==> src/rtl/pctl_pkg.sv <==
package pctl_pkg;

  typedef struct packed {
    logic       dst_rd;
    logic [1:0] alu_mode;
    logic       alu_imm;
  } exec_grp_t;

  typedef struct packed {
    logic br;
    logic rd;
    logic wr;
  } mem_grp_t;

  typedef struct packed {
    logic rf_we;
    logic from_mem;
  } wb_grp_t;

  typedef struct packed {
    exec_grp_t ex;
    mem_grp_t  mm;
    wb_grp_t   wb;
  } ctl_all_t;

  typedef struct packed {
    mem_grp_t mm;
    wb_grp_t  wb;
  } ctl_late_t;

  localparam int ALL_W  = $bits(ctl_all_t);
  localparam int LATE_W = $bits(ctl_late_t);
  localparam int WB_W   = $bits(wb_grp_t);

  localparam logic [1:0] ALU_ADD  = 2'b00;
  localparam logic [1:0] ALU_CMP  = 2'b01;
  localparam logic [1:0] ALU_FUNC = 2'b10;

endpackage

==> src/rtl/pctl_decode.sv <==
module pctl_decode
  import pctl_pkg::*;
#(
  parameter int             OPW   = 6,
  parameter logic [OPW-1:0] OP_RR = 6'h00,
  parameter logic [OPW-1:0] OP_LD = 6'h23,
  parameter logic [OPW-1:0] OP_ST = 6'h2B,
  parameter logic [OPW-1:0] OP_BE = 6'h04
) (
  input  logic [OPW-1:0] opcode,
  output ctl_all_t       ctl
);

  always_comb begin
    ctl = '0;
    if (opcode == OP_RR) begin
      ctl.ex.dst_rd   = 1'b1;
      ctl.ex.alu_mode = ALU_FUNC;
      ctl.wb.rf_we    = 1'b1;
    end else if (opcode == OP_LD) begin
      ctl.ex.alu_mode = ALU_ADD;
      ctl.ex.alu_imm  = 1'b1;
      ctl.mm.rd       = 1'b1;
      ctl.wb.rf_we    = 1'b1;
      ctl.wb.from_mem = 1'b1;
    end else if (opcode == OP_ST) begin
      ctl.ex.alu_mode = ALU_ADD;
      ctl.ex.alu_imm  = 1'b1;
      ctl.mm.wr       = 1'b1;
    end else if (opcode == OP_BE) begin
      ctl.ex.alu_mode = ALU_CMP;
      ctl.mm.br       = 1'b1;
    end
  end

endmodule

==> src/rtl/pctl_stage.sv <==
module pctl_stage #(
  parameter int W = 1
) (
  input  logic         clk,
  input  logic         rst,
  input  logic         clr,
  input  logic [W-1:0] d,
  output logic [W-1:0] q
);

  always_ff @(posedge clk) begin
    if (rst || clr) q <= '0;
    else            q <= d;
  end

endmodule

==> src/rtl/pctl_stager.sv <==
module pctl_stager
  import pctl_pkg::*;
#(
  parameter int             OPW   = 6,
  parameter logic [OPW-1:0] OP_RR = 6'h00,
  parameter logic [OPW-1:0] OP_LD = 6'h23,
  parameter logic [OPW-1:0] OP_ST = 6'h2B,
  parameter logic [OPW-1:0] OP_BE = 6'h04
) (
  input  logic           clk,
  input  logic           rst,
  input  logic [OPW-1:0] id_opcode,
  input  logic           id_bubble,
  output logic           ex_reg_dst,
  output logic [1:0]     ex_alu_op,
  output logic           ex_alu_src,
  output logic           mem_branch,
  output logic           mem_read,
  output logic           mem_write,
  output logic           wb_reg_write,
  output logic           wb_mem_to_reg
);

  ctl_all_t  dec_ctl;
  ctl_all_t  idex_q;
  ctl_late_t exmem_d, exmem_q;
  wb_grp_t   memwb_q;

  pctl_decode #(
    .OPW(OPW), .OP_RR(OP_RR), .OP_LD(OP_LD), .OP_ST(OP_ST), .OP_BE(OP_BE)
  ) u_dec (
    .opcode(id_opcode),
    .ctl   (dec_ctl)
  );

  // Decode -> execute: all three groups; bubble zeroes the slot.
  pctl_stage #(.W(ALL_W)) u_idex (
    .clk(clk), .rst(rst), .clr(id_bubble),
    .d(dec_ctl), .q(idex_q)
  );

  // Execute group is consumed here; memory and write-back continue.
  assign exmem_d.mm = idex_q.mm;
  assign exmem_d.wb = idex_q.wb;

  pctl_stage #(.W(LATE_W)) u_exmem (
    .clk(clk), .rst(rst), .clr(1'b0),
    .d(exmem_d), .q(exmem_q)
  );

  // Memory group is consumed here; only write-back continues.
  pctl_stage #(.W(WB_W)) u_memwb (
    .clk(clk), .rst(rst), .clr(1'b0),
    .d(exmem_q.wb), .q(memwb_q)
  );

  assign ex_reg_dst    = idex_q.ex.dst_rd;
  assign ex_alu_op     = idex_q.ex.alu_mode;
  assign ex_alu_src    = idex_q.ex.alu_imm;
  assign mem_branch    = exmem_q.mm.br;
  assign mem_read      = exmem_q.mm.rd;
  assign mem_write     = exmem_q.mm.wr;
  assign wb_reg_write  = memwb_q.rf_we;
  assign wb_mem_to_reg = memwb_q.from_mem;

  assert_rd_wr_excl_R9: assert property (@(posedge clk) disable iff (rst)
    !(mem_read && mem_write));

  assert_memsel_needs_we_R9: assert property (@(posedge clk) disable iff (rst)
    wb_mem_to_reg |-> wb_reg_write);

  assert_bubble_zero_R7: assert property (@(posedge clk) disable iff (rst)
    $past(id_bubble) |-> (idex_q == '0));

  assert_lockstep_wb_R8: assert property (@(posedge clk) disable iff (rst)
    !$past(rst) |-> (memwb_q == $past(exmem_q.wb)));

  assert_branch_no_we_R5: assert property (@(posedge clk) disable iff (rst)
    exmem_q.mm.br |-> !exmem_q.wb.rf_we);

  assert_dst_func_R2: assert property (@(posedge clk) disable iff (rst)
    ex_reg_dst |-> (ex_alu_op == ALU_FUNC));

endmodule

==> config.mk <==
export PLATFORM = sky130hd
export DESIGN_NAME = pctl_stager
export DESIGN_NICKNAME = d
export VERILOG_FILES = /design/src/rtl/pctl_pkg.sv /design/src/rtl/pctl_decode.sv /design/src/rtl/pctl_stage.sv /design/src/rtl/pctl_stager.sv
export SDC_FILE = /design/constraint.sdc
export NUM_CORES = 1
export LEC_CHECK = 0
export BUFFER_PORTS_ARGS = -buffer_cell sky130_fd_sc_hd__buf_2
export CORE_AREA = 2 2 39 41
export CTS_CLUSTER_DIAMETER = 40
export CTS_CLUSTER_SIZE = 14
export DETAILED_ROUTE_END_ITERATION = 12
export DIE_AREA = 0 0 41 43
export SETUP_SLACK_MARGIN = 0.15
export SLEW_MARGIN = 20
export SYNTH_ARGS = -nofsm -noshare
export SYNTH_HDL_FRONTEND = slang
export SYNTH_SLANG_ARGS = --single-unit
==> constraint.sdc <==
create_clock -name clk -period 2.56 [get_ports clk]
set_input_delay 0.256 -clock clk [delete_from_list [all_inputs] [get_ports clk]]
set_output_delay 0.256 -clock clk [all_outputs]
set_load 0.01 [all_outputs]
==> impl_metrics.xml, run 1 <==
<?xml version="1.0" encoding="UTF-8"?>
<metrics>
  <group name="clock_tree">
    <metric name="numCtsBuffers" unit="">3</metric>
    <metric name="cts_setup_buffers" unit="">0</metric>
    <metric name="clk_pin_slew" unit="ns">0.07</metric>
    <metric name="hold_buffers" unit="">0</metric>
    <metric name="h-tree-depth" unit="">1</metric>
    <metric name="cts_tree" unit="">built</metric>
    <metric name="cts-root-buf" unit="">sky130_fd_sc_hd__clkbuf_4</metric>
    <metric name="cts-resized-gates" unit="">0</metric>
    <metric name="clock_insertion_delay_worst_skew" unit="ns">0.26</metric>
    <metric name="clock_path_buffers" unit="">2</metric>
    <metric name="number_of_sinks_on_the_clock_net" unit="">12</metric>
  </group>
  <group name="timing">
    <metric name="final.min_clock_period" unit="ns">0.964</metric>
    <metric name="hold_violations" unit="">0</metric>
    <metric name="finalMaxSlewViolations" unit="">0</metric>
    <metric name="finalSetupViolCount" unit="">0</metric>
    <metric name="setup_repair_after_global_routing_missed_its_margin" unit="">false</metric>
    <metric name="finalWorstSetupSlack" unit="ns">1.60</metric>
    <metric name="slew_headroom" unit="%">85.2</metric>
    <metric name="timing.hold.ws" unit="ns">0.217</metric>
    <metric name="tightest_slew" unit="ns">0.220</metric>
    <metric name="timing.setup.tns" unit="ns">0</metric>
    <metric name="post-route-period-util" unit="%">37.6</metric>
    <metric name="timing.clock.skew" unit="ns">0.00123</metric>
    <metric name="max_freq" unit="MHz">1040</metric>
  </group>
  <group name="min_path">
    <metric name="worstHoldPathType" unit="">in -&gt; reg</metric>
  </group>
  <group name="logic_synthesis">
    <metric name="synth_fa_ha_area_share" unit="%">0</metric>
    <metric name="synthesized_area" unit="um^2">402</metric>
    <metric name="post_synth_inst_count" unit="">32</metric>
    <metric name="post_synthesis_xor_xnor_area_fraction" unit="%">0</metric>
    <metric name="synth_compound_gate_area_share" unit="%">6.85</metric>
    <metric name="post_synth_num_cell_types" unit="">11</metric>
    <metric name="post_synth_mux_area_share" unit="%">0</metric>
    <metric name="main_combinational_cell_family_by_area_after_synthesis" unit="">simple AND/OR/NAND/NOR gates</metric>
    <metric name="yosys-top-cells-area" unit="">sky130_fd_sc_hd__dfxtp_1 (60%), sky130_fd_sc_hd__and2b_2 (13%), sky130_fd_sc_hd__a2111oi_4 (6.9%), sky130_fd_sc_hd__nor4_1 (4.7%), sky130_fd_sc_hd__buf_4 (3.7%)</metric>
    <metric name="synth_simple_gate_area_share" unit="%">27.7</metric>
    <metric name="synth_sequential_area_ratio" unit="%">59.8</metric>
    <metric name="post-synth-top-area-fraction" unit="%">59.8</metric>
    <metric name="synth.ff_latch_count" unit="">12</metric>
    <metric name="yosysTopAreaCell" unit="">sky130_fd_sc_hd__dfxtp_1</metric>
    <metric name="synthesis.nets" unit="">41</metric>
    <metric name="synth_warnings" unit="">0</metric>
    <metric name="syn-mean-instance-area" unit="um^2">12.6</metric>
  </group>
  <group name="critical_path">
    <metric name="timing.critical_path.max_delay_family" unit="">flip-flops</metric>
    <metric name="cp_startpoint_kind" unit="">flop</metric>
    <metric name="critPathArrivalTime" unit="ns">0.71</metric>
    <metric name="crit_path_end_kind" unit="">primary output</metric>
    <metric name="worstPathCellList" unit="">buf_2</metric>
    <metric name="worst-setup-path-type" unit="">reg -&gt; out</metric>
    <metric name="cp_data_required_time" unit="ns">2.30</metric>
    <metric name="critical-path-slowest-cell" unit="">sky130_fd_sc_hd__dfxtp_1</metric>
    <metric name="worst-path-max-fanout" unit="">2</metric>
    <metric name="critical_path.n_buffers_inverters" unit="">1</metric>
    <metric name="worst_path_largest_cell_delay" unit="ns">0.32</metric>
  </group>
  <group name="final_layout">
    <metric name="number_of_antenna_diodes" unit="">0</metric>
    <metric name="layout.cells.most_common_list" unit="">sky130_fd_sc_hd__buf_2 (17), sky130_fd_sc_hd__dfxtp_1 (12), sky130_fd_sc_hd__and2b_2 (6)</metric>
    <metric name="fraction_of_layout_instances_using_a_drive_strength_above_1" unit="%">56.9</metric>
    <metric name="layout-area-overhead-vs-synth" unit="%">31.5</metric>
    <metric name="final_net_count" unit="">61</metric>
    <metric name="final_core_util" unit="%">38.2</metric>
    <metric name="commonest_non_fill_non_tap_cell_in_the_layout" unit="">sky130_fd_sc_hd__buf_2</metric>
  </group>
  <group name="global_route">
    <metric name="number_of_antenna_violations_at_the_first_check_in_global_routing" unit="">0</metric>
    <metric name="grt_pass1_wl" unit="um">993</metric>
    <metric name="globalRouteTotalUtil" unit="%">8.74</metric>
    <metric name="grt_pass1_vias" unit="">256</metric>
    <metric name="grt_remaining_overflow" unit="">0</metric>
    <metric name="grt_start_max_net_pins" unit="">9</metric>
  </group>
  <group name="run">
    <metric name="maxCapViolations" unit="">0</metric>
  </group>
  <group name="routing">
    <metric name="drt-total-wl" unit="um">601</metric>
    <metric name="route.detailed.wl_per_inst" unit="um">8.97</metric>
    <metric name="drc_errors" unit="">0</metric>
    <metric name="dr_pass1_iterations" unit="">3</metric>
    <metric name="drt.antenna.violating_nets" unit="">0</metric>
    <metric name="vias_per_cell" unit="">4.28</metric>
    <metric name="initialDrtViolationCount" unit="">3</metric>
    <metric name="num_vias" unit="">287</metric>
  </group>
  <group name="floorplanning">
    <metric name="die_height" unit="um">43</metric>
    <metric name="rows" unit="">14</metric>
    <metric name="fp.dieArea" unit="um^2">1760</metric>
    <metric name="top_level_ports" unit="">18</metric>
    <metric name="die_wd" unit="um">41</metric>
    <metric name="start_util" unit="%">29.0</metric>
    <metric name="design.core.area" unit="um^2">1380</metric>
  </group>
  <group name="power_and_ir_drop">
    <metric name="max_ir_drop_vdd" unit="uV">195</metric>
    <metric name="static-leakage-power" unit="nW">0.254</metric>
    <metric name="power-per-cell-area" unit="nW/um^2">665</metric>
  </group>
  <group name="placement">
    <metric name="place.port_buffers" unit="">17</metric>
    <metric name="detailedPlacementHpwl" unit="um">482</metric>
    <metric name="routabilityCongestion" unit="">0.777</metric>
    <metric name="dp_slack" unit="ns">1.34</metric>
  </group>
  <group name="run_status">
    <metric name="status" unit="">finished, final reports clean</metric>
  </group>
</metrics>
## cell type report
cell class,count,area [um^2]
multi-input cells,16,139
well taps,16,20.0
clock buffers,4,36.3
flip-flops and latches,12,240
inverters,2,7.51
fillers,141,856
repair buffers,17,85.1
## logic make-up (layout without fill, tap and decap cells)
kind of cell    after synthesis  after routing
buf+inv                       4             23
compound gates                1              1
flops                        12             12
simple gates                 15             15
## final timing paths
check	depth (start not counted)	from	to	slack, ns
worst min-delay path	3	id_opcode[2]	u_idex.q[4]$_SDFF_PP0_	0.22
worst min register to register	1	u_exmem.q[1]$_SDFF_PP0_	u_memwb.q[1]$_SDFF_PP0_	0.45
worst max-delay path	1	u_exmem.q[3]$_SDFF_PP0_	mem_read	1.60
worst max register to register	1	u_idex.q[4]$_SDFF_PP0_	u_exmem.q[4]$_SDFF_PP0_	1.98
## layer usage
layer | track usage, % | vias up | wire length [um]
li1 | - | 148 | -
met1 | 9.35 | 127 | 229
met2 | 12.2 | 12 | 307
met3 | 3.66 | 0 | 65
met4 | 8.00 | 0 | 0
met5 | 0 | - | 0
## sequential cells by signal, summed over array words and instances (netlist names)
register   count
u_idex.q       6
u_exmem.q      4
u_memwb.q      2
## Yosys cell counts
cell type and instances:
sky130_fd_sc_hd__a2111oi_4 1, sky130_fd_sc_hd__or3_1 1, sky130_fd_sc_hd__or4_1 1, sky130_fd_sc_hd__nor4_1 3, sky130_fd_sc_hd__dfxtp_1 12, sky130_fd_sc_hd__nand3_1 1
sky130_fd_sc_hd__or3_4 1, sky130_fd_sc_hd__inv_1 2, sky130_fd_sc_hd__nor3_1 2, sky130_fd_sc_hd__buf_4 2, sky130_fd_sc_hd__and2b_2 6
## report_power, final
group,switching (W),total [W],internal [W]
Combinational,0.00000982,0.0000179,0.00000811
Sequential,0.000000135,0.000187,0.000187
Clock,0.0000595,0.000146,0.0000863
Total,0.0000695,0.000351,0.000281
## stage by stage
stage	instances	power [W]	cell area [um^2]
after floorplan	32	0.000198	402
after global placement	63	0.000209	492
after detailed placement	63	0.000210	492
after CTS	67	0.000359	528
after global routing	67	0.000372	528
final	67	0.000351	528
Note: power is estimated with default switching activity, not from simulation.
==> inputs of run 2 (changes only) <==
--- a/config.mk
+++ b/config.mk
@@ -5,6 +5,7 @@
 export SDC_FILE = /design/constraint.sdc
 export NUM_CORES = 1
 export LEC_CHECK = 0
+export ABC_AREA = 1
 export BUFFER_PORTS_ARGS = -buffer_cell sky130_fd_sc_hd__buf_2
 export CORE_AREA = 2 2 39 41
 export CTS_CLUSTER_DIAMETER = 40
==> constraint.sdc (replaced) <==
create_clock -name clk -period 0.85 [get_ports clk]
set_input_delay 0.085 -clock clk [delete_from_list [all_inputs] [get_ports clk]]
set_output_delay 0.085 -clock clk [all_outputs]
set_load 0.01 [all_outputs]
==> run 2 against run 1 <==
Register-to-register slack got worse by 1.6 ns. Clock power rose to 3.0 times the previous value. Sequential share of layout area fell by 2.2 points. Hold slack got worse by 0.15 ns. Critical path type unchanged. Highest routed layer is now met4.
==> impl_metrics.xml, run 2 <==
<?xml version="1.0" encoding="UTF-8"?>
<metrics>
  <group name="final_layout">
    <metric name="final_net_count" unit="">78</metric>
    <metric name="seq_area" unit="um^2">245</metric>
    <metric name="reg.largest.list" unit="">u_idex.q (6), u_exmem.q (4), u_memwb.q (2)</metric>
    <metric name="largest_register" unit="">u_idex.q</metric>
    <metric name="layout-area-overhead-vs-synth" unit="%">40.2</metric>
    <metric name="number_of_antenna_diodes" unit="">0</metric>
    <metric name="commonest_non_fill_non_tap_cell_in_the_layout" unit="">sky130_fd_sc_hd__nor2_1</metric>
    <metric name="fillers" unit="">143</metric>
    <metric name="layout.cells.most_common_list" unit="">sky130_fd_sc_hd__nor2_1 (13), sky130_fd_sc_hd__buf_2 (12), sky130_fd_sc_hd__inv_1 (10)</metric>
    <metric name="fraction_of_layout_instances_using_a_drive_strength_above_1" unit="%">42.6</metric>
    <metric name="largest_register_ffs" unit="">6</metric>
    <metric name="multi_input_area" unit="um^2">108</metric>
    <metric name="final_cell_area" unit="um^2">567</metric>
  </group>
  <group name="clock_tree">
    <metric name="clock_path_buffers" unit="">2</metric>
    <metric name="h-tree-depth" unit="">1</metric>
    <metric name="cts-root-buf" unit="">sky130_fd_sc_hd__clkbuf_4</metric>
    <metric name="cts_tree" unit="">built</metric>
    <metric name="number_of_sinks_on_the_clock_net" unit="">12</metric>
    <metric name="clock_insertion_delay_worst_skew" unit="ns">0.26</metric>
    <metric name="numCtsBuffers" unit="">3</metric>
    <metric name="clk_pin_slew" unit="ns">0.07</metric>
    <metric name="cts_setup_buffers" unit="">0</metric>
  </group>
  <group name="logic_synthesis">
    <metric name="synth_commonest_cells" unit="">sky130_fd_sc_hd__nor2_1 (13), sky130_fd_sc_hd__dfxtp_1 (12), sky130_fd_sc_hd__inv_1 (10), sky130_fd_sc_hd__nand3_1 (4), sky130_fd_sc_hd__nand2_1 (3)</metric>
    <metric name="synth_sequential_area_ratio" unit="%">59.4</metric>
    <metric name="synth_warnings" unit="">0</metric>
    <metric name="most_used_dff_post_synth" unit="">sky130_fd_sc_hd__dfxtp_1</metric>
    <metric name="syn-mean-instance-area" unit="um^2">8.25</metric>
    <metric name="synth.ff_latch_count" unit="">12</metric>
    <metric name="yosys-top-cells-area" unit="">sky130_fd_sc_hd__dfxtp_1 (59%), sky130_fd_sc_hd__nor2_1 (12%), sky130_fd_sc_hd__inv_1 (9.3%), sky130_fd_sc_hd__nand3_1 (5.0%), sky130_fd_sc_hd__buf_4 (3.7%)</metric>
    <metric name="synthesized_area" unit="um^2">404</metric>
    <metric name="post-synth-top-area-fraction" unit="%">59.4</metric>
    <metric name="yosysTopAreaCell" unit="">sky130_fd_sc_hd__dfxtp_1</metric>
    <metric name="post-synth-top-count-cell" unit="">sky130_fd_sc_hd__nor2_1</metric>
    <metric name="synthesis.nets" unit="">58</metric>
    <metric name="synth_enable_flop_cells" unit="">0</metric>
    <metric name="synth-async-reset-ratio" unit="%">0</metric>
    <metric name="post_synth_num_cell_types" unit="">10</metric>
    <metric name="post_synth_inst_count" unit="">49</metric>
  </group>
  <group name="critical_path">
    <metric name="critical_path.n_buffers_inverters" unit="">1</metric>
    <metric name="worstPathCellList" unit="">buf_6</metric>
    <metric name="worst-setup-path-type" unit="">reg -&gt; out</metric>
    <metric name="cp_data_required_time" unit="ns">0.76</metric>
    <metric name="timing.critical_path.max_delay_family" unit="">flip-flops</metric>
    <metric name="critPathArrivalTime" unit="ns">0.71</metric>
    <metric name="worst_path_largest_cell_delay" unit="ns">0.33</metric>
    <metric name="worst-path-max-fanout" unit="">2</metric>
    <metric name="crit_path_end_kind" unit="">primary output</metric>
    <metric name="cp_startpoint_kind" unit="">flop</metric>
    <metric name="critical-path-slowest-cell" unit="">sky130_fd_sc_hd__dfxtp_2</metric>
  </group>
  <group name="routing">
    <metric name="route.detailed.wl_per_inst" unit="um">7.18</metric>
    <metric name="num_vias" unit="">320</metric>
    <metric name="dr_pass1_iterations" unit="">4</metric>
    <metric name="drc_errors" unit="">0</metric>
    <metric name="vias_per_cell" unit="">3.81</metric>
    <metric name="drt-total-wl" unit="um">603</metric>
    <metric name="initialDrtViolationCount" unit="">2</metric>
    <metric name="drt.antenna.violating_nets" unit="">0</metric>
  </group>
  <group name="timing">
    <metric name="timing.setup.tns" unit="ns">0</metric>
    <metric name="post-route-period-util" unit="%">93.2</metric>
    <metric name="finalSetupViolCount" unit="">0</metric>
    <metric name="slew_headroom" unit="%">88.8</metric>
    <metric name="hold_violations" unit="">0</metric>
    <metric name="max_freq" unit="MHz">1260</metric>
    <metric name="timing.hold.ws" unit="ns">0.0631</metric>
    <metric name="final.min_clock_period" unit="ns">0.792</metric>
    <metric name="setup_repair_after_global_routing_missed_its_margin" unit="">true</metric>
    <metric name="timing.clock.skew" unit="ns">0.000728</metric>
    <metric name="tightest_slew" unit="ns">0.168</metric>
    <metric name="finalMaxSlewViolations" unit="">0</metric>
  </group>
  <group name="global_route">
    <metric name="grt_start_max_net_pins" unit="">8</metric>
    <metric name="grt_pass1_wl" unit="um">828</metric>
    <metric name="grt_remaining_overflow" unit="">0</metric>
    <metric name="number_of_antenna_violations_at_the_first_check_in_global_routing" unit="">0</metric>
    <metric name="globalRouteTotalUtil" unit="%">7.06</metric>
    <metric name="grt_pass1_vias" unit="">219</metric>
  </group>
  <group name="power_and_ir_drop">
    <metric name="static-leakage-power" unit="nW">0.268</metric>
    <metric name="power-per-cell-area" unit="nW/um^2">1860</metric>
    <metric name="max_ir_drop_vdd" unit="uV">578</metric>
    <metric name="total_power" unit="W">0.00105</metric>
  </group>
  <group name="floorplanning">
    <metric name="start_util" unit="%">29.2</metric>
    <metric name="rows" unit="">14</metric>
    <metric name="fp.dieArea" unit="um^2">1760</metric>
    <metric name="die_height" unit="um">43</metric>
    <metric name="die_wd" unit="um">41</metric>
    <metric name="design.core.area" unit="um^2">1380</metric>
    <metric name="top_level_ports" unit="">18</metric>
  </group>
  <group name="run">
    <metric name="maxCapViolations" unit="">0</metric>
  </group>
  <group name="min_path">
    <metric name="worstHoldPathType" unit="">in -&gt; reg</metric>
  </group>
  <group name="placement">
    <metric name="detailedPlacementHpwl" unit="um">490</metric>
    <metric name="routabilityCongestion" unit="">0.655</metric>
    <metric name="place.port_buffers" unit="">17</metric>
    <metric name="place_area" unit="um^2">494</metric>
  </group>
  <group name="run_status">
    <metric name="status" unit="">finished, final reports clean</metric>
  </group>
</metrics>
==> run 2: changes by cell type after synthesis, moves of 2 or more <==
| cell | delta |
|---|---|
| sky130_fd_sc_hd__nor4_1 | -3 |
| sky130_fd_sc_hd__nand3_1 | +3 |
| sky130_fd_sc_hd__nand2_1 | +3 |
| sky130_fd_sc_hd__nor3_1 | -2 |
| sky130_fd_sc_hd__inv_1 | +8 |
| sky130_fd_sc_hd__nor2_2 | +2 |
| sky130_fd_sc_hd__nor2_1 | +13 |
| sky130_fd_sc_hd__and2b_2 | -6 |
==> run 2: what timing repair did <==
| action | in CTS | in global routing |
|---|---|---|
| setup endpoints to repair | 9 | 9 |
| endpoints found under the hold margin | 0 | 0 |
| resized for setup | 7 | 2 |
| hold buffers | 0 | 0 |
==> run 2: report_power, final <==
part	leakage, nW	total (W)	internal, W	switching, W
combinational	0.148	0.0000552	0.0000233	0.0000318
clock	0.0210	0.000434	0.000260	0.000174
sequential	0.0987	0.000564	0.000563	0.000000570
total	0.268	0.00105	0.000847	0.000207
==> run 2: through the flow <==
step,setup WS (ns),utilization (%),std cells
after floorplan,0.280,-,49
after global placement,0.140,35.7,80
after detailed placement,0.126,35.7,80
after CTS,0.0429,40.4,84
after global routing,0.0135,41.0,84
final,0.0576,41.0,84
==> run 2: area by class of cell <==
cell class                 instances  area share [%]
clock buffer                       4            6.40
inverter                          11            7.28
tap                               16            3.53
sequential                        12            43.3
timing repair buffer              17            20.5
multi-input combinational         24            19.0
==> run 2: path summary, 6_finish.rpt <==
kind / startpoint / end / slack, ns / cells after the start
worst max-delay path: u_idex.q[7]$_SDFF_PP0_ / ex_alu_op[1] / 0.06 / 1
worst min register to register: u_idex.q[3]$_SDFF_PP0_ / u_exmem.q[3]$_SDFF_PP0_ / 0.39 / 2
worst min-delay path: rst / u_exmem.q[3]$_SDFF_PP0_ / 0.06 / 2
worst max register to register: u_exmem.q[3]$_SDFF_PP0_ / u_memwb.q[0]$_SDFF_PP0_ / 0.35 / 2
==> run 2: cells by family (layout without fill, tap and decap cells) <==
family                 count (synthesis)  count (layout)  synth area share (%)
buffers and inverters                 13              32                  13.9
flip-flops                            12              12                  59.4
AND/OR/NAND/NOR                       23              23                  25.4
AO/OA/AOI/OAI                          1               1                  1.24
==> run 2: routing by layer <==
metal	track usage, %	vias up	part of all wire (%)
met2	9.38	17	42
li1	-	178	-
met1	9.12	123	43
met4	6.00	0	2.3
met5	0	-	0
met3	1.57	2	12
==> inputs of run 3 (changes only) <==
--- a/config.mk
+++ b/config.mk
@@ -6,10 +6,10 @@
 export NUM_CORES = 1
 export LEC_CHECK = 0
 export ABC_AREA = 1
-export BUFFER_PORTS_ARGS = -buffer_cell sky130_fd_sc_hd__buf_2
+export BUFFER_PORTS_ARGS = -buffer_cell sky130_fd_sc_hd__buf_4
 export CORE_AREA = 2 2 39 41
 export CTS_CLUSTER_DIAMETER = 40
-export CTS_CLUSTER_SIZE = 14
+export CTS_CLUSTER_SIZE = 20
 export DETAILED_ROUTE_END_ITERATION = 12
 export DIE_AREA = 0 0 41 43
 export SETUP_SLACK_MARGIN = 0.15
==> run 3 against run 2 <==
Critical path depth unchanged. Maximum frequency down 0.43%. Via count up 3.8%. Count of clock-buffer cells in the layout unchanged. Clock power up 1%. Hold slack worse by 0.044 ns. Global-route usage up 2.0 points. Sequential share of layout area down 2.7 points. Cell count unchanged. Highest routed layer unchanged.
==> impl_metrics.xml, run 3 (synthesis results as in run 2) <==
<?xml version="1.0" encoding="UTF-8"?>
<metrics>
  <group name="run_status">
    <metric name="status" unit="">finished, final reports clean</metric>
  </group>
  <group name="timing">
    <metric name="tightest_slew" unit="ns">0.164</metric>
    <metric name="timing.clock.skew" unit="ns">0.00197</metric>
    <metric name="post-route-period-util" unit="%">93.6</metric>
    <metric name="timing.setup.tns" unit="ns">0</metric>
    <metric name="finalSetupViolCount" unit="">0</metric>
    <metric name="max_freq" unit="MHz">1260</metric>
    <metric name="hold_violations" unit="">0</metric>
    <metric name="timing.hold.ws" unit="ns">0.0190</metric>
    <metric name="finalMaxSlewViolations" unit="">0</metric>
    <metric name="slew_headroom" unit="%">89.0</metric>
    <metric name="final.min_clock_period" unit="ns">0.796</metric>
    <metric name="setup_repair_after_global_routing_missed_its_margin" unit="">true</metric>
  </group>
  <group name="critical_path">
    <metric name="timing.critical_path.max_delay_family" unit="">flip-flops</metric>
    <metric name="worstPathCellList" unit="">buf_6</metric>
    <metric name="crit_path_end_kind" unit="">primary output</metric>
    <metric name="critical_path.n_buffers_inverters" unit="">1</metric>
    <metric name="r2r_start" unit="">u_idex.q[4]$_SDFF_PP0_</metric>
    <metric name="critPathArrivalTime" unit="ns">0.71</metric>
    <metric name="worst-setup-path-type" unit="">reg -&gt; out</metric>
    <metric name="crit_path_start" unit="">u_idex.q[7]$_SDFF_PP0_</metric>
    <metric name="worst_path_largest_cell_delay" unit="ns">0.33</metric>
    <metric name="cp_data_required_time" unit="ns">0.76</metric>
    <metric name="cp_startpoint_kind" unit="">flop</metric>
    <metric name="worst-path-max-fanout" unit="">2</metric>
    <metric name="critical-path-slowest-cell" unit="">sky130_fd_sc_hd__dfxtp_2</metric>
  </group>
  <group name="global_route">
    <metric name="grt_remaining_overflow" unit="">0</metric>
    <metric name="grt_start_max_net_pins" unit="">8</metric>
    <metric name="grt_pass1_wl" unit="um">986</metric>
    <metric name="globalRouteTotalUtil" unit="%">9.07</metric>
    <metric name="grt_pass1_vias" unit="">271</metric>
    <metric name="number_of_antenna_violations_at_the_first_check_in_global_routing" unit="">0</metric>
  </group>
  <group name="final_layout">
    <metric name="final_net_count" unit="">78</metric>
    <metric name="fraction_of_layout_instances_using_a_drive_strength_above_1" unit="%">48.5</metric>
    <metric name="largest_register" unit="">u_idex.q</metric>
    <metric name="layout.cells.most_common_list" unit="">sky130_fd_sc_hd__nor2_1 (13), sky130_fd_sc_hd__inv_1 (10), sky130_fd_sc_hd__buf_6 (9)</metric>
    <metric name="largest_register_ffs" unit="">6</metric>
    <metric name="fillers" unit="">153</metric>
    <metric name="final_cell_area" unit="um^2">617</metric>
    <metric name="number_of_antenna_diodes" unit="">0</metric>
    <metric name="final_core_util" unit="%">44.6</metric>
    <metric name="multi_input_area" unit="um^2">108</metric>
    <metric name="layout-area-overhead-vs-synth" unit="%">52.6</metric>
    <metric name="seq_area" unit="um^2">250</metric>
    <metric name="commonest_non_fill_non_tap_cell_in_the_layout" unit="">sky130_fd_sc_hd__nor2_1</metric>
    <metric name="reg.largest.list" unit="">u_idex.q (6), u_exmem.q (4), u_memwb.q (2)</metric>
  </group>
  <group name="routing">
    <metric name="num_vias" unit="">332</metric>
    <metric name="vias_per_cell" unit="">3.95</metric>
    <metric name="dr_pass1_iterations" unit="">2</metric>
    <metric name="drt.antenna.violating_nets" unit="">0</metric>
    <metric name="route.detailed.wl_per_inst" unit="um">7.29</metric>
    <metric name="initialDrtViolationCount" unit="">1</metric>
    <metric name="drc_errors" unit="">0</metric>
    <metric name="drt-total-wl" unit="um">612</metric>
  </group>
  <group name="power_and_ir_drop">
    <metric name="total_power" unit="W">0.00107</metric>
    <metric name="power-per-cell-area" unit="nW/um^2">1740</metric>
    <metric name="static-leakage-power" unit="nW">0.279</metric>
    <metric name="max_ir_drop_vdd" unit="uV">526</metric>
  </group>
  <group name="clock_tree">
    <metric name="cts_tree" unit="">built</metric>
    <metric name="h-tree-depth" unit="">1</metric>
    <metric name="numCtsBuffers" unit="">3</metric>
    <metric name="clock_insertion_delay_worst_skew" unit="ns">0.27</metric>
    <metric name="cts-root-buf" unit="">sky130_fd_sc_hd__clkbuf_4</metric>
    <metric name="number_of_sinks_on_the_clock_net" unit="">12</metric>
    <metric name="clk_pin_slew" unit="ns">0.07</metric>
    <metric name="hold_buffers" unit="">0</metric>
    <metric name="clock_path_buffers" unit="">2</metric>
  </group>
  <group name="run">
    <metric name="maxCapViolations" unit="">0</metric>
  </group>
  <group name="min_path">
    <metric name="hold_path.startpoint" unit="">rst</metric>
    <metric name="worstHoldPathType" unit="">in -&gt; reg</metric>
  </group>
  <group name="floorplanning">
    <metric name="die_wd" unit="um">41</metric>
    <metric name="start_util" unit="%">29.2</metric>
    <metric name="rows" unit="">14</metric>
    <metric name="top_level_ports" unit="">18</metric>
    <metric name="design.core.area" unit="um^2">1380</metric>
    <metric name="fp.dieArea" unit="um^2">1760</metric>
    <metric name="die_height" unit="um">43</metric>
  </group>
  <group name="placement">
    <metric name="place_area" unit="um^2">537</metric>
    <metric name="routabilityCongestion" unit="">0.641</metric>
    <metric name="detailedPlacementHpwl" unit="um">498</metric>
    <metric name="place.port_buffers" unit="">17</metric>
  </group>
</metrics>
run 3: path summary, 6_finish.rpt:
path,end,slack [ns],cells past startpoint
worst max register to register,u_exmem.q[4]$_SDFF_PP0_,0.35,2
worst min register to register,u_exmem.q[2]$_SDFF_PP0_,0.40,2
worst max-delay path,ex_reg_dst,0.05,1
worst min-delay path,u_memwb.q[0]$_SDFF_PP0_,0.02,2
run 3: per-stage QoR:
step,std cells,setup slack (ns)
2_1_floorplan,49,0.280
3_3_place_gp,80,0.134
3_5_place_dp,80,0.127
4_1_cts,84,0.0400
5_1_grt,84,0.00952
6_report,84,0.0541
run 3: timing repair:
item                       4_1_cts  5_1_grt
buffers inserted                 0        0
resized for setup               15        2
setup endpoints to repair        9        9
run 3: layout make-up:
class,instances,share of cell area (%)
Clock buffer,4,5.88
Inverter,11,6.69
Multi-Input combinational cell,24,17.4
Sequential cell,12,40.6
Tap cell,16,3.25
Timing Repair Buffer,17,26.2
run 3: report_power, final:
part,leakage (nW),switching (W),internal [W]
Clock,0.0210,0.000180,0.000260
Combinational,0.157,0.0000325,0.0000343
Sequential,0.101,0.000000709,0.000563
Total,0.279,0.000213,0.000858
run 3: routing by layer:
layer / share of wire, % / track usage (%)
met5: 0 / 0
met4: 5.6 / 12.0
met3: 12 / 3.14
met2: 42 / 11.3
met1: 40 / 9.77
